## config.mk

```make
export PLATFORM = sky130hd
export DESIGN_NAME = sio_cfg_unit
export DESIGN_NICKNAME = d
export VERILOG_FILES = /design/src/rtl/sio_cfg_pkg.sv /design/src/rtl/sio_cfg_regs.sv /design/src/rtl/sio_cfg_decode.sv /design/src/rtl/sio_cfg_unit.sv
export SDC_FILE = /design/constraint.sdc
export NUM_CORES = 1
export LEC_CHECK = 0
export ABC_AREA = 0
export BUFFER_PORTS_ARGS = -buffer_cell sky130_fd_sc_hd__buf_2
export CORE_ASPECT_RATIO = 1.4
export CORE_MARGIN = 5
export CORE_UTILIZATION = 45
export CTS_BUF_LIST = sky130_fd_sc_hd__clkbuf_16
export DETAILED_ROUTE_END_ITERATION = 6
export PLACE_DENSITY = 0.81
export SLEW_MARGIN = 30
export SYNTH_ARGS = -nofsm -noshare
export SYNTH_HDL_FRONTEND = slang
export SYNTH_SLANG_ARGS = --single-unit
```

## constraint.sdc

```tcl
create_clock -name clk -period 3.59 [get_ports clk]
set_input_delay 0.1795 -clock clk [delete_from_list [all_inputs] [get_ports clk]]
set_output_delay 0.1795 -clock clk [all_outputs]
set_load 0.03 [all_outputs]
```

## src/rtl/sio_cfg_pkg.sv

```systemverilog
package sio_cfg_pkg;

  localparam int BYTE_W   = 8;
  localparam int IOA_W    = 16;
  localparam int IRQ_W    = 4;
  localparam int STRAP_W  = 5;
  localparam int NUM_UART = 2;

  localparam logic [BYTE_W-1:0] ID_CODE   = 8'h88;
  localparam logic [BYTE_W-1:0] LOCK_MASK = 8'h40;
  localparam logic [BYTE_W-1:0] IDX_ENA   = 8'd0;
  localparam logic [BYTE_W-1:0] IDX_MAP   = 8'd1;
  localparam logic [BYTE_W-1:0] IDX_PWR   = 8'd2;

  typedef struct packed {
    logic [BYTE_W-1:0] ena;
    logic [BYTE_W-1:0] map;
    logic [BYTE_W-1:0] pwr;
  } cfg_regs_t;

  function automatic logic [BYTE_W-1:0] ena_default(input logic [STRAP_W-1:0] s);
    if (s <= 5'd5)       return 8'h4F;
    else if (s <= 5'd11) return 8'h4B;
    else if (s <= 5'd15) return 8'h0F;
    else if (s <= 5'd19) return 8'h49;
    else if (s <= 5'd23) return 8'h07;
    else if (s <= 5'd29) return 8'h47;
    else if (s == 5'd30) return 8'h08;
    else                 return 8'h00;
  endfunction

  function automatic logic [BYTE_W-1:0] map_default(input logic [STRAP_W-1:0] s);
    logic [BYTE_W-1:0] v;
    case (s)
      5'd0, 5'd12, 5'd20, 5'd24, 5'd30, 5'd31:      v = 8'h10;
      5'd1, 5'd2, 5'd13, 5'd21, 5'd25, 5'd26:       v = 8'h11;
      5'd7, 5'd8, 5'd17, 5'd18:                     v = 8'h01;
      5'd3, 5'd14, 5'd22, 5'd27:                    v = 8'h39;
      5'd4, 5'd15, 5'd23, 5'd28:                    v = 8'h24;
      5'd5, 5'd29:                                  v = 8'h38;
      5'd9:                                         v = 8'h09;
      5'd10, 5'd11:                                 v = 8'h08;
      default:                                      v = 8'h00;
    endcase
    return v;
  endfunction

  function automatic logic [BYTE_W-1:0] pwr_default(input logic [STRAP_W-1:0] s);
    return (s == 5'd31) ? 8'h02 : 8'h00;
  endfunction

  function automatic logic [IOA_W-1:0] par_base_of(input logic [1:0] code);
    case (code)
      2'd0:    return 16'h0378;
      2'd1:    return 16'h03BC;
      2'd2:    return 16'h0278;
      default: return 16'h0000;
    endcase
  endfunction

  function automatic logic [IRQ_W-1:0] par_irq_of(input logic [1:0] code, input logic hi);
    case (code)
      2'd0:    return hi ? 4'd7 : 4'd5;
      2'd1:    return 4'd7;
      2'd2:    return 4'd5;
      default: return 4'd0;
    endcase
  endfunction

  function automatic logic [IOA_W-1:0] uart_base_of(input logic [1:0] code, input logic [1:0] alt);
    logic [IOA_W-1:0] b;
    case (code)
      2'd0: b = 16'h03F8;
      2'd1: b = 16'h02F8;
      2'd2: begin
        case (alt)
          2'd0:    b = 16'h03E8;
          2'd1:    b = 16'h0338;
          2'd2:    b = 16'h02E8;
          default: b = 16'h0220;
        endcase
      end
      default: begin
        case (alt)
          2'd0:    b = 16'h02E8;
          2'd1:    b = 16'h0238;
          2'd2:    b = 16'h02E0;
          default: b = 16'h0228;
        endcase
      end
    endcase
    return b;
  endfunction

  function automatic logic [IRQ_W-1:0] uart_irq_of(input logic [1:0] code);
    return code[0] ? 4'd3 : 4'd4;
  endfunction

endpackage

```

## src/rtl/sio_cfg_regs.sv

```systemverilog
module sio_cfg_regs
  import sio_cfg_pkg::*;
(
  input  logic                 clk,
  input  logic                 rst_n,
  input  logic [STRAP_W-1:0]   strap,
  input  logic                 acc_wr,
  input  logic                 acc_rd,
  input  logic                 acc_data,
  input  logic [BYTE_W-1:0]    wdata,
  output cfg_regs_t            regs,
  output logic [BYTE_W-1:0]    sel_idx,
  output logic                 id_phase,
  output logic                 wr_taken,
  output logic [BYTE_W-1:0]    rdata
);

  logic idx_wr, idx_rd, dat_wr, dat_rd, locked;
  logic wr_ena, wr_map, wr_pwr;

  assign idx_wr = acc_wr & ~acc_data;
  assign idx_rd = acc_rd & ~acc_data;
  assign dat_wr = acc_wr &  acc_data;
  assign dat_rd = acc_rd &  acc_data;
  assign locked = |(regs.pwr & LOCK_MASK);

  assign wr_ena = dat_wr && (sel_idx == IDX_ENA) && !locked;
  assign wr_map = dat_wr && (sel_idx == IDX_MAP) && !locked;
  assign wr_pwr = dat_wr && (sel_idx == IDX_PWR);

  always_ff @(posedge clk) begin
    if (!rst_n) begin
      regs.ena <= ena_default(strap);
      regs.map <= map_default(strap);
      regs.pwr <= pwr_default(strap);
      sel_idx  <= IDX_ENA;
      id_phase <= 1'b1;
      wr_taken <= 1'b0;
    end else begin
      if (idx_wr) begin
        sel_idx  <= wdata;
        id_phase <= 1'b0;
      end else if (idx_rd) begin
        id_phase <= 1'b0;
      end
      if (wr_ena) regs.ena <= wdata;
      if (wr_map) regs.map <= wdata;
      if (wr_pwr) regs.pwr <= wdata | (regs.pwr & LOCK_MASK);
      wr_taken <= wr_ena | wr_map | wr_pwr;
    end
  end

  always_comb begin
    rdata = '0;
    if (idx_rd) begin
      rdata = id_phase ? ID_CODE : sel_idx;
    end else if (dat_rd) begin
      case (sel_idx)
        IDX_ENA: rdata = regs.ena;
        IDX_MAP: rdata = regs.map;
        IDX_PWR: rdata = regs.pwr;
        default: rdata = '0;
      endcase
    end
  end

endmodule

```

## src/rtl/sio_cfg_decode.sv

```systemverilog
module sio_cfg_decode
  import sio_cfg_pkg::*;
(
  input  logic [3:0]               en_bits,
  input  logic                     fdc_alt,
  input  logic                     ide_on,
  input  logic                     ide_alt,
  input  logic [BYTE_W-1:0]        map,
  input  logic                     par_hi_irq,
  output logic                     par_en,
  output logic [IOA_W-1:0]         par_base,
  output logic [IRQ_W-1:0]         par_irq,
  output logic [NUM_UART-1:0]      uart_en,
  output logic [NUM_UART*IOA_W-1:0] uart_base,
  output logic [NUM_UART*IRQ_W-1:0] uart_irq,
  output logic                     fdc_en,
  output logic [IOA_W-1:0]         fdc_base,
  output logic [IRQ_W-1:0]         fdc_irq,
  output logic                     ide_en,
  output logic [IOA_W-1:0]         ide_base,
  output logic [IOA_W-1:0]         ide_alt_base,
  output logic [IRQ_W-1:0]         ide_irq
);

  localparam logic [IOA_W-1:0] IDE_CTL_OFS = 16'h0206;

  assign par_en   = en_bits[0];
  assign par_base = par_base_of(map[1:0]);
  assign par_irq  = par_irq_of(map[1:0], par_hi_irq);

  for (genvar u = 0; u < NUM_UART; u++) begin : g_uart
    logic [1:0] code;
    assign code = map[2*u+3 -: 2];
    assign uart_en[u]                    = en_bits[u+1];
    assign uart_base[u*IOA_W +: IOA_W]   = uart_base_of(code, map[7:6]);
    assign uart_irq[u*IRQ_W +: IRQ_W]    = uart_irq_of(code);
  end

  assign fdc_en       = en_bits[3];
  assign fdc_base     = fdc_alt ? 16'h0370 : 16'h03F0;
  assign fdc_irq      = 4'd6;
  assign ide_en       = ide_on;
  assign ide_base     = ide_alt ? 16'h0170 : 16'h01F0;
  assign ide_alt_base = ide_base + IDE_CTL_OFS;
  assign ide_irq      = 4'd14;

endmodule

```

## src/rtl/sio_cfg_unit.sv

```systemverilog
module sio_cfg_unit
  import sio_cfg_pkg::*;
#(
  parameter logic [15:0] BASE_ADDR = 16'h0398
) (
  input  logic        clk,
  input  logic        rst_n,
  input  logic [4:0]  strap,
  input  logic [15:0] bus_addr,
  input  logic        bus_wr,
  input  logic        bus_rd,
  input  logic [7:0]  bus_wdata,
  output logic [7:0]  bus_rdata,
  output logic        par_en,
  output logic [15:0] par_base,
  output logic [3:0]  par_irq,
  output logic [1:0]  uart_en,
  output logic [31:0] uart_base,
  output logic [7:0]  uart_irq,
  output logic        fdc_en,
  output logic [15:0] fdc_base,
  output logic [3:0]  fdc_irq,
  output logic        ide_en,
  output logic [15:0] ide_base,
  output logic [15:0] ide_alt_base,
  output logic [3:0]  ide_irq,
  output logic        cfg_changed
);

  logic        acc_hit;
  cfg_regs_t   regs_q;
  logic [7:0]  sel_idx_q;
  logic        id_phase_q;

  assign acc_hit = (bus_addr[15:1] == BASE_ADDR[15:1]);

  sio_cfg_regs u_regs (
    .clk      (clk),
    .rst_n    (rst_n),
    .strap    (strap),
    .acc_wr   (bus_wr & acc_hit),
    .acc_rd   (bus_rd & acc_hit),
    .acc_data (bus_addr[0]),
    .wdata    (bus_wdata),
    .regs     (regs_q),
    .sel_idx  (sel_idx_q),
    .id_phase (id_phase_q),
    .wr_taken (cfg_changed),
    .rdata    (bus_rdata)
  );

  sio_cfg_decode u_dec (
    .en_bits      (regs_q.ena[3:0]),
    .fdc_alt      (regs_q.ena[5]),
    .ide_on       (regs_q.ena[6]),
    .ide_alt      (regs_q.ena[7]),
    .map          (regs_q.map),
    .par_hi_irq   (regs_q.pwr[3]),
    .par_en       (par_en),
    .par_base     (par_base),
    .par_irq      (par_irq),
    .uart_en      (uart_en),
    .uart_base    (uart_base),
    .uart_irq     (uart_irq),
    .fdc_en       (fdc_en),
    .fdc_base     (fdc_base),
    .fdc_irq      (fdc_irq),
    .ide_en       (ide_en),
    .ide_base     (ide_base),
    .ide_alt_base (ide_alt_base),
    .ide_irq      (ide_irq)
  );

endmodule

```

==> impl_metrics.env <==
export IMPL_status="finished clean"
export IMPL_irDropWorstVdd_mv=0.176
export IMPL_cts_buffers=5
export IMPL_fin_crit_ns=2.45
export IMPL_vias_per_cell=4.60
export IMPL_grt_usage_pct=14.6
export IMPL_crit_fanout=8
export IMPL_finalHoldViolCount=0
export IMPL_synth_seq_area_share_pct=31.7
export IMPL_rsz0062_at_grt="false"
export IMPL_critical_path_endpoint_type="primary output"
export IMPL_drive_above_1_share_pct=23.1
export IMPL_p_leak_nw=1.51
export IMPL_yosysWarnings=0
export IMPL_p_per_area_mw_per_mm2=403
export IMPL_syn_area_mm2=0.00291
export IMPL_max_freq_mhz=408
export IMPL_critPathKind="reg2out"
export IMPL_cts_resized_gates=0
export IMPL_syn_inst=334
export IMPL_initial_utilization_pct=46.5
export IMPL_finalSetupViolations=0
export IMPL_synth_area_per_cell_um2=8.70
export IMPL_fin_crit_sh_pct=68.3
export IMPL_area_delta_synth_final_pct=4.61
export IMPL_place_congestion=0.858
export IMPL_vias=2127
export IMPL_startpoint_type="flip-flop"
export IMPL_cts_clk_slew_worst_paths_ns=0.05
export IMPL_core_mm2=0.00625
export IMPL_synthArstFlopShare_pct=0
export IMPL_min_path_type="in2reg"
export IMPL_fin_nets=428
export IMPL_clock_sinks=34
export IMPL_grt_remaining_overflow=0
export IMPL_drt_iter0_drc=121
export IMPL_synthFlopType="edfxtp_1"
export IMPL_grt_pass1_wl_mm=9.58
export IMPL_fin_tns_setup_ns=0
export IMPL_maxCapViolations=0
export IMPL_die_area_mm2=0.00819
export IMPL_n_fill_cell=589
export IMPL_fin_ws_ns=1.14
export IMPL_synth_seq_cells=34
export IMPL_clk_insertion_delay_late_ns=0.28
export IMPL_h_tree_depth=2
export IMPL_relSlewSlack_pct=51.4
export IMPL_required_ns=3.41
export IMPL_ant_nets=0
export IMPL_synth_cell_types=48
export IMPL_synth_edff_count=24
export IMPL_diodes=0
export IMPL_maxSlewViolCount=0
export IMPL_wl_mm=6.34
export IMPL_boundaryPins=163
export IMPL_numPortBuffers=76
export IMPL_die_y_um=105
export IMPL_cts_hold_buffers=0
export IMPL_arrival_ns=2.27
export IMPL_rows=34
export IMPL_grt_max_degree=35
export IMPL_finClkSkew_ns=0.00206
export IMPL_cts_setup_buffers=0
export IMPL_clock_root_buffer="clkbuf_16"
export IMPL_hpwlAfterDp_mm=5.08
export IMPL_cts_tree="built"
export IMPL_clk_path_buf_depth=2
export IMPL_tightest_slew_ns=0.728
export IMPL_grt_pass1_vias=1996
export IMPL_drc_errors=0
export IMPL_antenna_found_initial=0
export IMPL_die_w_um=77.9
export IMPL_detail_route_wl_per_cell_um=13.7
export IMPL_post_place_ws_ns=1.38
export IMPL_firstDrtPassIters=4
## where the power goes
part / switching (mW) / internal [mW]
clock: 0.149 / 0.252
sequential: 0.0201 / 0.450
combinational: 0.281 / 0.0745
## through the flow
stage / util, % / std cells / cell area (µm²) / total power [mW] / hold WS [ns]
floorplan: - / 418 / 3220 / 0.840 / 0.341
global placement: 46.4 / 454 / 2900 / 0.826 / 0.463
detailed placement: 46.4 / 454 / 2900 / 0.830 / 0.472
CTS: 48.6 / 462 / 3040 / 1.23 / 0.193
global route: 48.6 / 462 / 3040 / 1.27 / 0.217
finish: 48.6 / 462 / 3040 / 1.23 / 0.211
## cell type report
cell class                      instances  area [µm²]  share of cell area, %
Multi-Input combinational cell        249        1410                   46.4
Sequential cell                        34         921                   30.3
Timing Repair Buffer                   79         403                   13.3
Clock buffer                            5         125                   4.12
Tap cell                               72        90.1                   2.96
Inverter                               20        75.1                   2.47
Clock inverter                          3        16.3                  0.535
## Yosys cell counts, drive strengths merged, types with 2 or more instances
| master | count | area (µm²) |
|---|---|---|
| a21oi | 5 | 25.0 |
| a22o | 6 | 52.6 |
| a311oi | 2 | 17.5 |
| a31oi | 2 | 12.5 |
| buf | 104 | 774 |
| clkbuf | 11 | 41.3 |
| conb | 2 | 7.51 |
| dfxtp | 10 | 200 |
| edfxtp | 24 | 721 |
| ha | 6 | 75.1 |
| inv | 20 | 75.1 |
| mux2i | 19 | 190 |
| nand2 | 36 | 135 |
| nand2b | 7 | 43.8 |
| nand3 | 10 | 55.1 |
| nand3b | 2 | 15.0 |
| nor2 | 11 | 41.3 |
| nor2b | 4 | 25.0 |
| nor3 | 4 | 20.0 |
| nor3b | 3 | 22.5 |
| nor4 | 2 | 27.5 |
| o211ai | 2 | 15.0 |
| o21a | 2 | 15.0 |
| o21ai | 13 | 65.1 |
| o2bb2ai | 2 | 17.5 |
| o31ai | 2 | 15.0 |
| or3 | 2 | 12.5 |
| or4b | 2 | 20.0 |
| xor2 | 4 | 35.0 |
## registers in the layout, summed over array words and instances, names as in the netlist
| name | count |
|---|---|
| u_regs.id_phase | 1 |
| u_regs.wr_taken | 1 |
| u_regs.sel_idx | 8 |
| u_regs.regs | 24 |
## worst paths after layout
path	from	to	slack, ns	cells after the start
setup reg to reg	u_regs.sel_idx[3]$_SDFFE_PN0P_	u_regs.regs[22]$_DFFE_PP_	1.42	5
hold reg to reg	u_regs.sel_idx[2]$_SDFFE_PN0P_	u_regs.sel_idx[2]$_SDFFE_PN0P_	0.48	2
hold / removal	bus_wdata[0]	u_regs.sel_idx[0]$_SDFFE_PN0P_	0.21	3
setup / recovery	u_regs.sel_idx[3]$_SDFFE_PN0P_	bus_rdata[6]	1.14	5
## cells by family after synthesis
family | count (synthesis) | share of synthesized area, %
AOI/OAI and AO/OA | 44 | 10.5
and+or+nand+nor | 88 | 15.9
DFF | 34 | 31.7
xor gates and xnor gates | 5 | 1.51
muxes | 20 | 6.93
other | 2 | 0.258
buffers and inverters | 135 | 30.6
adders and majority gates | 6 | 2.58
## critical path: stages, from the launching register on
cell,delay (ns)
dfxtp_1,0.32
or4b_1,0.51
nor4_1,0.34
and4_1,0.43
a22o_1,0.19
buf_2,0.19
## placed cells by master (no fill, tap or decap), drive strengths merged, types with 2 or more instances in the layout
master	netlist	routed
nor3b	3	3
nand3b	2	2
o21ai	13	13
a311oi	2	2
nand2	36	36
nor2b	4	4
nand3	10	10
or4b	2	2
or3	2	2
nand2b	7	7
dfxtp	10	10
o21a	2	2
o31ai	2	2
a22o	6	6
xor2	4	4
edfxtp	24	24
nor4	2	2
nor3	4	4
a31oi	2	2
ha	6	6
o2bb2ai	2	2
clkinv	0	2
conb	2	86
mux2i	19	19
o211ai	2	2
clkbuf	11	5
inv	20	20
buf	104	79
nor2	11	11
a21oi	5	5
## per-layer routing
layer	share of wire, %	vias to the layer above	track usage, %
met2	56	102	26.8
met1	33	959	14.7
met5	0	-	0
met3	8.5	12	3.18
li1	-	1054	-
met4	2.6	0	8.21
Note: power is estimated with default switching activity, not from simulation.
